==> config.mk <==
export PLATFORM = sky130hd
export DESIGN_NAME = icu_multibank
export DESIGN_NICKNAME = d
export VERILOG_FILES = /design/src/rtl/icu_pkg.sv /design/src/rtl/icu_decode.sv /design/src/rtl/icu_msb_find.sv /design/src/rtl/icu_bank.sv /design/src/rtl/icu_multibank.sv
export SDC_FILE = /design/constraint.sdc
export NUM_CORES = 2
export LEC_CHECK = 0
export BUFFER_PORTS_ARGS = -buffer_cell sky130_fd_sc_hd__buf_2
export CORE_MARGIN = 1
export CORE_UTILIZATION = 60
export DETAILED_ROUTE_END_ITERATION = 8
export PLACE_DENSITY = 0.85
export RECOVER_POWER = 25
export SYNTH_ARGS = -nofsm -noshare
export SYNTH_HDL_FRONTEND = slang
export SYNTH_SLANG_ARGS = --single-unit
==> constraint.sdc <==
create_clock -name clk -period 6.1 [get_ports clk]
set_input_delay 0.915 -clock clk [delete_from_list [all_inputs] [get_ports clk]]
set_output_delay 0.915 -clock clk [all_outputs]
set_load 0.01 [all_outputs]
==> src/rtl/icu_pkg.sv <==
// Shared constants and types of the banked interrupt controller.
// Assumes 32-bit registers laid out at 8-byte spacing inside each bank.
package icu_pkg;
    localparam int unsigned BANK_STRIDE = 40;
    localparam int unsigned OFF_STATUS  = 0;
    localparam int unsigned OFF_ENABLE  = 8;
    localparam int unsigned OFF_MASKED  = 16;
    localparam int unsigned OFF_RESEND  = 24;
    localparam int unsigned OFF_MODE    = 32;

    typedef enum logic [2:0] {
        SEL_NONE,
        SEL_STATUS,
        SEL_ENABLE,
        SEL_MASKED,
        SEL_RESEND,
        SEL_MODE
    } reg_sel_e;
endpackage

==> src/rtl/icu_decode.sv <==
// Address decoder: finds the bank whose window holds the address and
// the register inside that bank. Assumes banks are contiguous from 0.
module icu_decode
    import icu_pkg::*;
#(
    parameter int unsigned NUM_BANKS = 5,
    parameter int unsigned ADDR_W    = 8
) (
    input  logic [ADDR_W-1:0]    addr_i,
    output logic [NUM_BANKS-1:0] bank_hit_o,
    output reg_sel_e             sel_o
);
    int unsigned a_int;
    int unsigned off_v;

    assign a_int = 32'(addr_i);

    // Locate the bank window and the offset within it.
    always_comb begin
        bank_hit_o = '0;
        off_v      = 0;
        for (int unsigned b = 0; b < NUM_BANKS; b++) begin
            if (a_int >= b * BANK_STRIDE && a_int < (b + 1) * BANK_STRIDE) begin
                bank_hit_o[b] = 1'b1;
                off_v         = a_int - b * BANK_STRIDE;
            end
        end
    end

    // Map the in-bank offset to a register select.
    always_comb begin
        case (off_v)
            OFF_STATUS: sel_o = SEL_STATUS;
            OFF_ENABLE: sel_o = SEL_ENABLE;
            OFF_MASKED: sel_o = SEL_MASKED;
            OFF_RESEND: sel_o = SEL_RESEND;
            OFF_MODE:   sel_o = SEL_MODE;
            default:    sel_o = SEL_NONE;
        endcase
        if (bank_hit_o == '0) sel_o = SEL_NONE;
    end
endmodule

==> src/rtl/icu_msb_find.sv <==
// Most-significant-set-bit finder for one bank's gated vector.
// Purely combinational; the index is 0 when no bit is set.
module icu_msb_find #(
    parameter int unsigned W     = 32,
    localparam int unsigned IDX_W = $clog2(W)
) (
    input  logic [W-1:0]     vec_i,
    output logic [IDX_W-1:0] idx_o,
    output logic             vld_o
);
    // Scan upward so the highest set bit is the last one kept.
    always_comb begin
        idx_o = '0;
        for (int unsigned i = 0; i < W; i++) begin
            if (vec_i[i]) idx_o = IDX_W'(i);
        end
        vld_o = |vec_i;
    end

    // The chosen bit is set and nothing above it is set.
    always_comb begin
        p_msb_is_top_r7: assert (!vld_o || ((vec_i >> idx_o) == W'(1)));
    end
endmodule

==> src/rtl/icu_bank.sv <==
// One register bank: pending latch, enable mask, resend and mode word,
// gated vector, request line and priority index. Writes arrive as
// pre-decoded strobes; reset is synchronous and active low.
module icu_bank #(
    parameter int unsigned SRC_W = 32,
    localparam int unsigned IDX_W = $clog2(SRC_W)
) (
    input  logic             clk,
    input  logic             rst_n,
    input  logic [SRC_W-1:0] src_i,
    input  logic             wr_status_i,
    input  logic             wr_enable_i,
    input  logic             wr_resend_i,
    input  logic             wr_mode_i,
    input  logic [SRC_W-1:0] wdata_i,
    output logic [SRC_W-1:0] status_o,
    output logic [SRC_W-1:0] enable_o,
    output logic [SRC_W-1:0] mode_o,
    output logic [SRC_W-1:0] masked_o,
    output logic             irq_o,
    output logic [IDX_W-1:0] idx_o,
    output logic             vld_o
);
    logic [SRC_W-1:0] clr_mask;
    logic [SRC_W-1:0] set_mask;

    // Clear and set vectors; sources and resend both set.
    always_comb begin
        clr_mask = wr_status_i ? wdata_i : '0;
        set_mask = src_i | (wr_resend_i ? wdata_i : '0);
    end

    // Pending latch: set wins over a same-edge clear.
    always_ff @(posedge clk) begin
        if (!rst_n) status_o <= '0;
        else        status_o <= (status_o & ~clr_mask) | set_mask;
    end

    // Enable mask register.
    always_ff @(posedge clk) begin
        if (!rst_n)           enable_o <= '0;
        else if (wr_enable_i) enable_o <= wdata_i;
    end

    // Mode word, stored for software.
    always_ff @(posedge clk) begin
        if (!rst_n)         mode_o <= '0;
        else if (wr_mode_i) mode_o <= wdata_i;
    end

    // Gated vector and bank request.
    always_comb begin
        masked_o = status_o & enable_o;
        irq_o    = |masked_o;
    end

    icu_msb_find #(.W(SRC_W)) u_msb (
        .vec_i (masked_o),
        .idx_o (idx_o),
        .vld_o (vld_o)
    );

    p_src_latches_r2: assert property (@(posedge clk) disable iff (!rst_n)
        (|src_i) |=> ((status_o & $past(src_i)) == $past(src_i)));

    p_w1c_clears_r3: assert property (@(posedge clk) disable iff (!rst_n)
        (wr_status_i && !wr_resend_i) |=>
        ((status_o & $past(wdata_i) & ~$past(src_i)) == '0));

    p_idle_holds_r3: assert property (@(posedge clk) disable iff (!rst_n)
        (!wr_status_i && !wr_resend_i && src_i == '0) |=> $stable(status_o));

    p_reset_clear_r12: assert property (@(posedge clk) disable iff (!rst_n)
        $rose(rst_n) |-> (status_o == '0 && enable_o == '0 && mode_o == '0));

    p_resend_sets_r9: assert property (@(posedge clk) disable iff (!rst_n)
        wr_resend_i |=> ((status_o & $past(wdata_i)) == $past(wdata_i)));
endmodule

==> src/rtl/icu_multibank.sv <==
// Top of the banked interrupt controller: register port, address
// decode, bank array and read-back register. One access per cycle;
// read data is registered and held until the next read.
module icu_multibank
    import icu_pkg::*;
#(
    parameter int unsigned NUM_BANKS = 5,
    parameter int unsigned ADDR_W    = 8,
    parameter int unsigned SRC_W     = 32,
    localparam int unsigned IDX_W    = $clog2(SRC_W)
) (
    input  logic                       clk,
    input  logic                       rst_n,
    input  logic                       reg_req,
    input  logic                       reg_wr,
    input  logic [ADDR_W-1:0]          reg_addr,
    input  logic [SRC_W-1:0]           reg_wdata,
    output logic [SRC_W-1:0]           reg_rdata,
    input  logic [NUM_BANKS*SRC_W-1:0] src_in,
    output logic [NUM_BANKS+1:0]       cpu_int,
    output logic [NUM_BANKS*IDX_W-1:0] prio_idx,
    output logic [NUM_BANKS-1:0]       prio_vld
);
    logic [NUM_BANKS-1:0] bank_hit;
    reg_sel_e             sel;
    logic                 wr_go;
    logic [NUM_BANKS-1:0] bank_irq;
    logic [SRC_W-1:0]     st_a [NUM_BANKS];
    logic [SRC_W-1:0]     en_a [NUM_BANKS];
    logic [SRC_W-1:0]     md_a [NUM_BANKS];
    logic [SRC_W-1:0]     mk_a [NUM_BANKS];
    logic [SRC_W-1:0]     rd_next;

    assign wr_go = reg_req && reg_wr;

    icu_decode #(.NUM_BANKS(NUM_BANKS), .ADDR_W(ADDR_W)) u_decode (
        .addr_i     (reg_addr),
        .bank_hit_o (bank_hit),
        .sel_o      (sel)
    );

    for (genvar b = 0; b < NUM_BANKS; b++) begin : g_bank
        icu_bank #(.SRC_W(SRC_W)) u_bank (
            .clk         (clk),
            .rst_n       (rst_n),
            .src_i       (src_in[b*SRC_W +: SRC_W]),
            .wr_status_i (wr_go && bank_hit[b] && sel == SEL_STATUS),
            .wr_enable_i (wr_go && bank_hit[b] && sel == SEL_ENABLE),
            .wr_resend_i (wr_go && bank_hit[b] && sel == SEL_RESEND),
            .wr_mode_i   (wr_go && bank_hit[b] && sel == SEL_MODE),
            .wdata_i     (reg_wdata),
            .status_o    (st_a[b]),
            .enable_o    (en_a[b]),
            .mode_o      (md_a[b]),
            .masked_o    (mk_a[b]),
            .irq_o       (bank_irq[b]),
            .idx_o       (prio_idx[b*IDX_W +: IDX_W]),
            .vld_o       (prio_vld[b])
        );
    end

    // Bank requests drive CPU inputs from position 2 upward.
    assign cpu_int = {bank_irq, 2'b00};

    // Read multiplexer; resend and unmapped addresses read as zero.
    always_comb begin
        rd_next = '0;
        for (int unsigned b = 0; b < NUM_BANKS; b++) begin
            if (bank_hit[b]) begin
                case (sel)
                    SEL_STATUS: rd_next = st_a[b];
                    SEL_ENABLE: rd_next = en_a[b];
                    SEL_MASKED: rd_next = mk_a[b];
                    SEL_MODE:   rd_next = md_a[b];
                    default:    rd_next = '0;
                endcase
            end
        end
    end

    // Read-back register, updated only on a read request.
    always_ff @(posedge clk) begin
        if (!rst_n)                 reg_rdata <= '0;
        else if (reg_req && !reg_wr) reg_rdata <= rd_next;
    end

    p_unmapped_read_zero_r11: assert property (@(posedge clk) disable iff (!rst_n)
        (reg_req && !reg_wr && sel == SEL_NONE) |=> (reg_rdata == '0));

    p_rdata_holds_r11: assert property (@(posedge clk) disable iff (!rst_n)
        !(reg_req && !reg_wr) |=> $stable(reg_rdata));
endmodule

After elaboration in Yosys (flattened, before gate mapping)

Index checks and enable logic that the tools add are counted.

Add/subtract/negate cells: 4
$lt $le $gt $ge: 10
Eq/ne operators: 9
Multiplexer cells: 187
Bitwise operators: 25
Reduce and logical (&&, ||, !) cells: 40

Operator list:

| operator                                                                             | count |
|---|---|
| 5-bit 2-to-1 mux                                                                     | 150 |
| 32-bit case mux with 4 select lines                                                  | 5 |
| 32-bit 2-to-1 mux                                                                    | 19 |
| 32-bit AND                                                                           | 10 |
| 32-bit bitwise OR                                                                    | 10 |
| 32-bit inverter                                                                      | 5 |
| 32-bit OR reduction                                                                  | 5 |
| 32-bit by 5-bit equality test with 1-bit output (second input constant)              | 2 |
| 32-bit by 4-bit equality test with 1-bit output (second input constant)              | 1 |
| 32-bit by 6-bit equality test with 1-bit output (second input constant)              | 1 |
| 1-bit logical AND                                                                    | 32 |
| 32-bit zero test                                                                     | 1 |
| 8-bit by 7-bit subtractor with 9-bit output (second input constant)                  | 2 |
| 8-bit by 7-bit greater-or-equal comparator with 1-bit output (second input constant) | 2 |
| 8-bit by 7-bit less-than comparator with 1-bit output (second input constant)        | 2 |
| 8-bit less-than comparator (second input constant)                                   | 2 |
| 3-bit case mux with 5 select lines                                                   | 1 |
| 1-bit 2-to-1 mux                                                                     | 10 |
| 8-bit by 6-bit subtractor with 9-bit output (second input constant)                  | 1 |
| 8-bit by 8-bit subtractor with 9-bit output (second input constant)                  | 1 |
| 8-bit by 1-bit greater-or-equal comparator with 1-bit output (second input constant) | 1 |
| 8-bit by 6-bit greater-or-equal comparator with 1-bit output (second input constant) | 1 |
| 8-bit greater-or-equal comparator (second input constant)                            | 1 |
| 8-bit by 6-bit less-than comparator with 1-bit output (second input constant)        | 1 |
| 7 further kinds                                                                      | 9 |

Bits in registers: 512
Input bits: 204

Logic depth before layout (Yosys ltp)

Depth in word-level cells: 32
Depth in mapped cells: 18
Depth with buffers taken out: 13

Cells and area by module

Synthesis repeated with hierarchy kept, for this count alone.

Cell total of the unflattened synthesis: 3302
Area, all modules: 29303.1 um2

By module, submodules not included:

| module        | times used | cells an instance | area an instance (um2) | sequential area each (um2) |
|---|---|---|---|---|
| icu_bank      | 5          | 389               | 3951.3                 | 1921.8 |
| icu_multibank | 1          | 963               | 7011.7                 | 640.6 |
| icu_msb_find  | 5          | 62                | 366.6                  | 0.0 |
| icu_decode    | 1          | 84                | 701.9                  | 0.0 |

Worst setup path after synthesis

OpenSTA, ideal clock, no wires.

Kind: in2reg
From: in reg_addr[6]
To: reg reg_rdata[13]
Arrival time: 4166 ps
Required time: 6013 ps
Setup slack: 1847 ps
Cell stages on the path: 18
Path buffers: 5
Path through: buf_2 -> inv_1 -> ha_1 -> inv_1 -> ha_1 -> or2_1 -> buf_4 -> nor2_1 -> or4_4 -> or4_1 -> buf_2 -> nor3_4 -> buf_6 -> buf_6 -> nand3_1 -> a41oi_1 -> a31oi_1 -> o31ai_1

Word-level cells in the longest chain between the ends: 17
Elaborated cells between the ends (all ways): 51
Classes of those cells: add/sub: 4; order compare: 10; eq/ne: 8; mux: 22; reduce/logical: 7

RTL lines:

| element                                                                                                                                      | line                | text |
|---|---|---|
| start, declared                                                                                                                              | icu_multibank.sv:16 | `input logic [ADDR_W-1:0] reg_addr,` |
| 8-bit by 1-bit greater-or-equal comparator with 1-bit output / 8-bit by 6-bit less-than comparator with 1-bit output (equally long branches) | icu_decode.sv:23    | `if (a_int >= b * BANK_STRIDE && a_int < (b + 1) * BANK_STRIDE) begin` |
| 1-bit logical AND                                                                                                                            | icu_decode.sv:23    |  |
| 8-bit 2-to-1 mux                                                                                                                             | icu_decode.sv:23    |  |
| 32-bit 2-to-1 mux (4 in series)                                                                                                              | icu_decode.sv:23    |  |
| 32-bit by 6-bit equality test with 1-bit output, or another cell as far along                                                                | icu_decode.sv:32    | `case (off_v)` |
| 3-bit case mux with 5 select lines                                                                                                           | icu_decode.sv:32    |  |
| 3-bit 2-to-1 mux                                                                                                                             | icu_decode.sv:40    | `if (bank_hit_o == '0) sel_o = SEL_NONE;` |
| 3-bit equality test, or another cell as far along                                                                                            | icu_multibank.sv:70 | `case (sel)` |
| 32-bit case mux with 4 select lines                                                                                                          | icu_multibank.sv:70 |  |
| 32-bit 2-to-1 mux (4 in series)                                                                                                              | icu_multibank.sv:69 | `if (bank_hit[b]) begin` |
| 32-bit 2-to-1 mux *                                                                                                                          | icu_multibank.sv:69 |  |
| end signal, assigned                                                                                                                         | icu_multibank.sv:84 | `else if (reg_req && !reg_wr) reg_rdata <= rd_next;` |
| end, declared                                                                                                                                | icu_multibank.sv:18 | `output logic [SRC_W-1:0] reg_rdata,` |

Every way passes the cells marked *; elsewhere a longest branch is shown, timed or not.
A chain may end at the register's enable or synchronous reset.

Worst setup path in the final report

From: in reg_addr[2]
To: reg g_bank[0].u_bank.mode_o[5]

Word-level cells in the longest chain between the ends: 12
Elaborated cells between the ends (all ways): 40
Classes of those cells: add/sub: 4; order compare: 10; eq/ne: 5; mux: 12; reduce/logical: 9

RTL lines:

| element                                                                                                                                      | line                | text |
|---|---|---|
| 8-bit by 1-bit greater-or-equal comparator with 1-bit output / 8-bit by 6-bit less-than comparator with 1-bit output (equally long branches) | icu_decode.sv:23    |  |
| 1-bit logical AND                                                                                                                            | icu_decode.sv:23    |  |
| 8-bit 2-to-1 mux                                                                                                                             | icu_decode.sv:23    |  |
| 32-bit 2-to-1 mux (4 in series)                                                                                                              | icu_decode.sv:23    |  |
| 32-bit by 6-bit equality test with 1-bit output, or another cell as far along                                                                | icu_decode.sv:32    |  |
| 3-bit case mux with 5 select lines                                                                                                           | icu_decode.sv:32    |  |
| 3-bit 2-to-1 mux                                                                                                                             | icu_decode.sv:40    |  |
| 3-bit equality test                                                                                                                          | icu_multibank.sv:50 | `.wr_mode_i (wr_go && bank_hit[b] && sel == SEL_MODE),` |
| 1-bit logical AND *                                                                                                                          | icu_multibank.sv:50 |  |
| end signal, assigned                                                                                                                         | icu_bank.sv:48      | `else if (wr_mode_i) mode_o <= wdata_i;` |
| end, declared                                                                                                                                | icu_bank.sv:18      | `output logic [SRC_W-1:0] mode_o,` |

Marks and branches as above.

==> reports/qor.txt <==
Outcome = complete, no violations
Kind of start point of the critical path = input port
Leak pwr = 10.4 nW
Number of gates given a new drive strength after cts = 0
Number of setup violations in the final report = 0
H-tree levels = 2
Die ar. = 46100 um^2
Worst Min Path Start = g_bank[3].u_bank.mode_o[9]
Critical path capture point type = flip-flop
Launch instance of the worst register-to-register path = g_bank[1].u_bank.status_o[16]
Worst setup path class = input port to flip-flop
Post-route cell area = 30500 um^2
Final weighted congestion in routability-driven placement = 1.00
Setup repair bufs after CTS = 0
Number of clock buffers inserted by TritonCTS = 53
Required time of the critical path = 6.62 ns
Number of port buffers = 270
Drt initial violations = 4307
Vias in the first global route = 26300
Cell at the root of the clock tree = sky130_fd_sc_hd__clkbuf_16
DR vias = 29300
Buffer depth of the longest clock path = 3
Slew Limit Fails = 0
Vert. Die Dim = 215 um
Average size of a mapped cell = 7.56 um^2
Initial antenna violation count = 1
Cell type contributing the most total cell area after synthesis = sky130_fd_sc_hd__dfxtp_1
Horizontal extent of the die = 215 um
Placed instance area = 28700 um^2
CTS tree = done
Total power density per cell area = 257 nW/um^2
Global routing usage summed across all routing layers = 42.3%
Worst Setup SP = reg_addr[2]
Post-synth top flop = sky130_fd_sc_hd__dfxtp_1
Number of filler instances in the final layout = 3738
Area of all sequential standard cells = 10200 um^2
Accumulated negative setup slack = 0 ns
Total wirelength of the detailed-routed design = 101 mm
Final critical-path share of the clock period = 89.6%
IO Count = 273
Post-route DRC violation count = 0
Slew of the pin with the lowest slew margin = 1.16 ns
Hold Vio Cnt, Final = 0
Area Growth Syn to Fin = 12.1%
Effective utilization at floorplan = 61.2%
Fmax achieved = 0.183 GHz
Cell with the most instances after synthesis = sky130_fd_sc_hd__nand2_1
Wire length of the first global-routing pass = 154 mm
Fin nets = 3895
Fin worst setup slack = 0.632 ns
Post-Synthesis Cell Area = 27200 um^2
Worst setup slack after placement = 0.883 ns
Most numerous cell types in the synthesized netlist = sky130_fd_sc_hd__nand2_1 (1113), sky130_fd_sc_hd__dfxtp_1 (512), sky130_fd_sc_hd__a21boi_0 (299), sky130_fd_sc_hd__clkbuf_1 (246), sky130_fd_sc_hd__a221oi_1 (215)
Share of the yosys chip area belonging to registers = 37.7%
Largest net degree at the start of global routing = 270
Clock period minus worst slack = 5.47 ns
Share of async-settable or async-resettable flops after synthesis = 0%
RSZ-0062 raised after global routing = no
Share of cells above drive strength 1 = 11.0%
Count of standard-cell rows = 77
Clk_skew = 0.0145 ns
# clock sinks = 512
Arrival time worst endpoint = 5.99 ns
Remaining global-route overflow = 0
Top area cells in the synthesized netlist = sky130_fd_sc_hd__dfxtp_1 (38%), sky130_fd_sc_hd__nand2_1 (15%), sky130_fd_sc_hd__a21boi_0 (8.3%), sky130_fd_sc_hd__a221oi_1 (6.9%), sky130_fd_sc_hd__nor2b_1 (3.8%)
CTS Hold Bufs = 0
Count of warnings emitted by yosys = 0
Peak supply drop = 0.220 mV
Number of enable-type register cells in the synthesized netlist = 0
Area occupied by multi-input gates = 15500 um^2
Via density per instance = 6.79
Maximum fanout count along the critical path = 23
Clock insertion delay at the later pin of the skew report = 0.62 ns
Post-synthesis cell type count = 71
Final routed wire length divided by cell count = 23.5 um
Number of register bits inferred by synthesis = 512
Clock transition at the registers of the reported paths = 0.06 ns
Drt first pass iters = 6
Max-cap check violation count = 0
Share of the synthesized area in the top cell type = 37.7%
Max-Slew Margin vs Limit = 22.5%
Synthesized netlist cell count = 3592
DRT antenna net count = 0
HPWL after detailed placement = 68.9 mm
Path class of the lowest-slack min-delay path = flip-flop to flip-flop
Core outline area = 44400 um^2
registers in the layout (all words and copies together) (netlist names):
signal and count:
g_bank.u_bank.enable_o 160, g_bank.u_bank.mode_o 160, g_bank.u_bank.status_o 160, reg_rdata 32
power by group:
part	internal, mW	switching [mW]	total, mW
logic	0.280	0.549	0.829
clock network	2.05	1.41	3.46
registers	3.42	0.116	3.54
through the flow:
step	instances	power (mW)	hold slack, ns	utilization, %
5_1_grt	4311	8.00	0.474	68.6
2_1_floorplan	3593	4.04	0.430	-
4_1_cts	4311	7.77	0.451	68.8
3_5_place_dp	4216	4.39	0.443	64.7
3_3_place_gp	4216	4.38	0.438	64.7
6_report	4312	7.83	0.450	68.6
metal layers:
metal	track usage [%]	part of all wire (%)
met5	0	0
met3	10.9	15
met4	20.9	5.3
met2	62.7	42
met1	57.1	38
final timing paths:
check | depth (start not counted) | endpoint | slack [ns]
max | 13 | g_bank[0].u_bank.mode_o[5] | 0.63
min | 2 | g_bank[3].u_bank.mode_o[9] | 0.45
max reg2reg | 6 | reg_rdata[16] | 4.11
min reg2reg | 2 | g_bank[3].u_bank.mode_o[9] | 0.45
layout make-up:
class                   count  area share [%]
inverters                  55           0.678
diodes                      1         0.00821
well taps                 592            2.43
clock buffers              75            5.06
flip-flops and latches    512            33.6
clock inverters            20           0.953
multi-input cells        2708            50.9
repair buffers            349            6.34
critical path, cell delays in order:
cell and delay [ns]:
sky130_fd_sc_hd__buf_2 0.10, sky130_fd_sc_hd__nor3_1 0.69, sky130_fd_sc_hd__nand2_1 0.23, sky130_fd_sc_hd__nand2_1 0.49, sky130_fd_sc_hd__o21ai_0 0.33, sky130_fd_sc_hd__o21ai_4 0.22, sky130_fd_sc_hd__clkbuf_1 0.75, sky130_fd_sc_hd__nand3_1 0.75
sky130_fd_sc_hd__clkbuf_1 0.56, sky130_fd_sc_hd__nor2_2 0.25, sky130_fd_sc_hd__buf_4 0.34, sky130_fd_sc_hd__nand2_1 0.12, sky130_fd_sc_hd__a21boi_0 0.21
kinds of logic (layout without fill, tap and decap cells):
kind of cell	Yosys count	after routing	share of synthesized area, %
XOR/XNOR	3	3	0.0967
AO/OA/AOI/OAI	1157	1157	31.3
buffers and inverters	373	499	5.69
flip-flops	512	512	37.7
AND/OR/NAND/NOR	1534	1534	24.6
other	1	3	0.0138
adder cells (fa/ha/maj)	12	12	0.553
layout by cell type (no fill, tap or decap), drive strengths merged, types with 50 or more instances in the layout:
cell,count
nand2,1113
dfxtp,512
a21boi,332
buf,282
a221oi,215
nor2b,163
a21oi,149
clkbuf,142
o21ai,104
nand3,82
a22oi,65
inv,56
o211ai,50
Note: power is estimated with default switching activity, not from simulation.
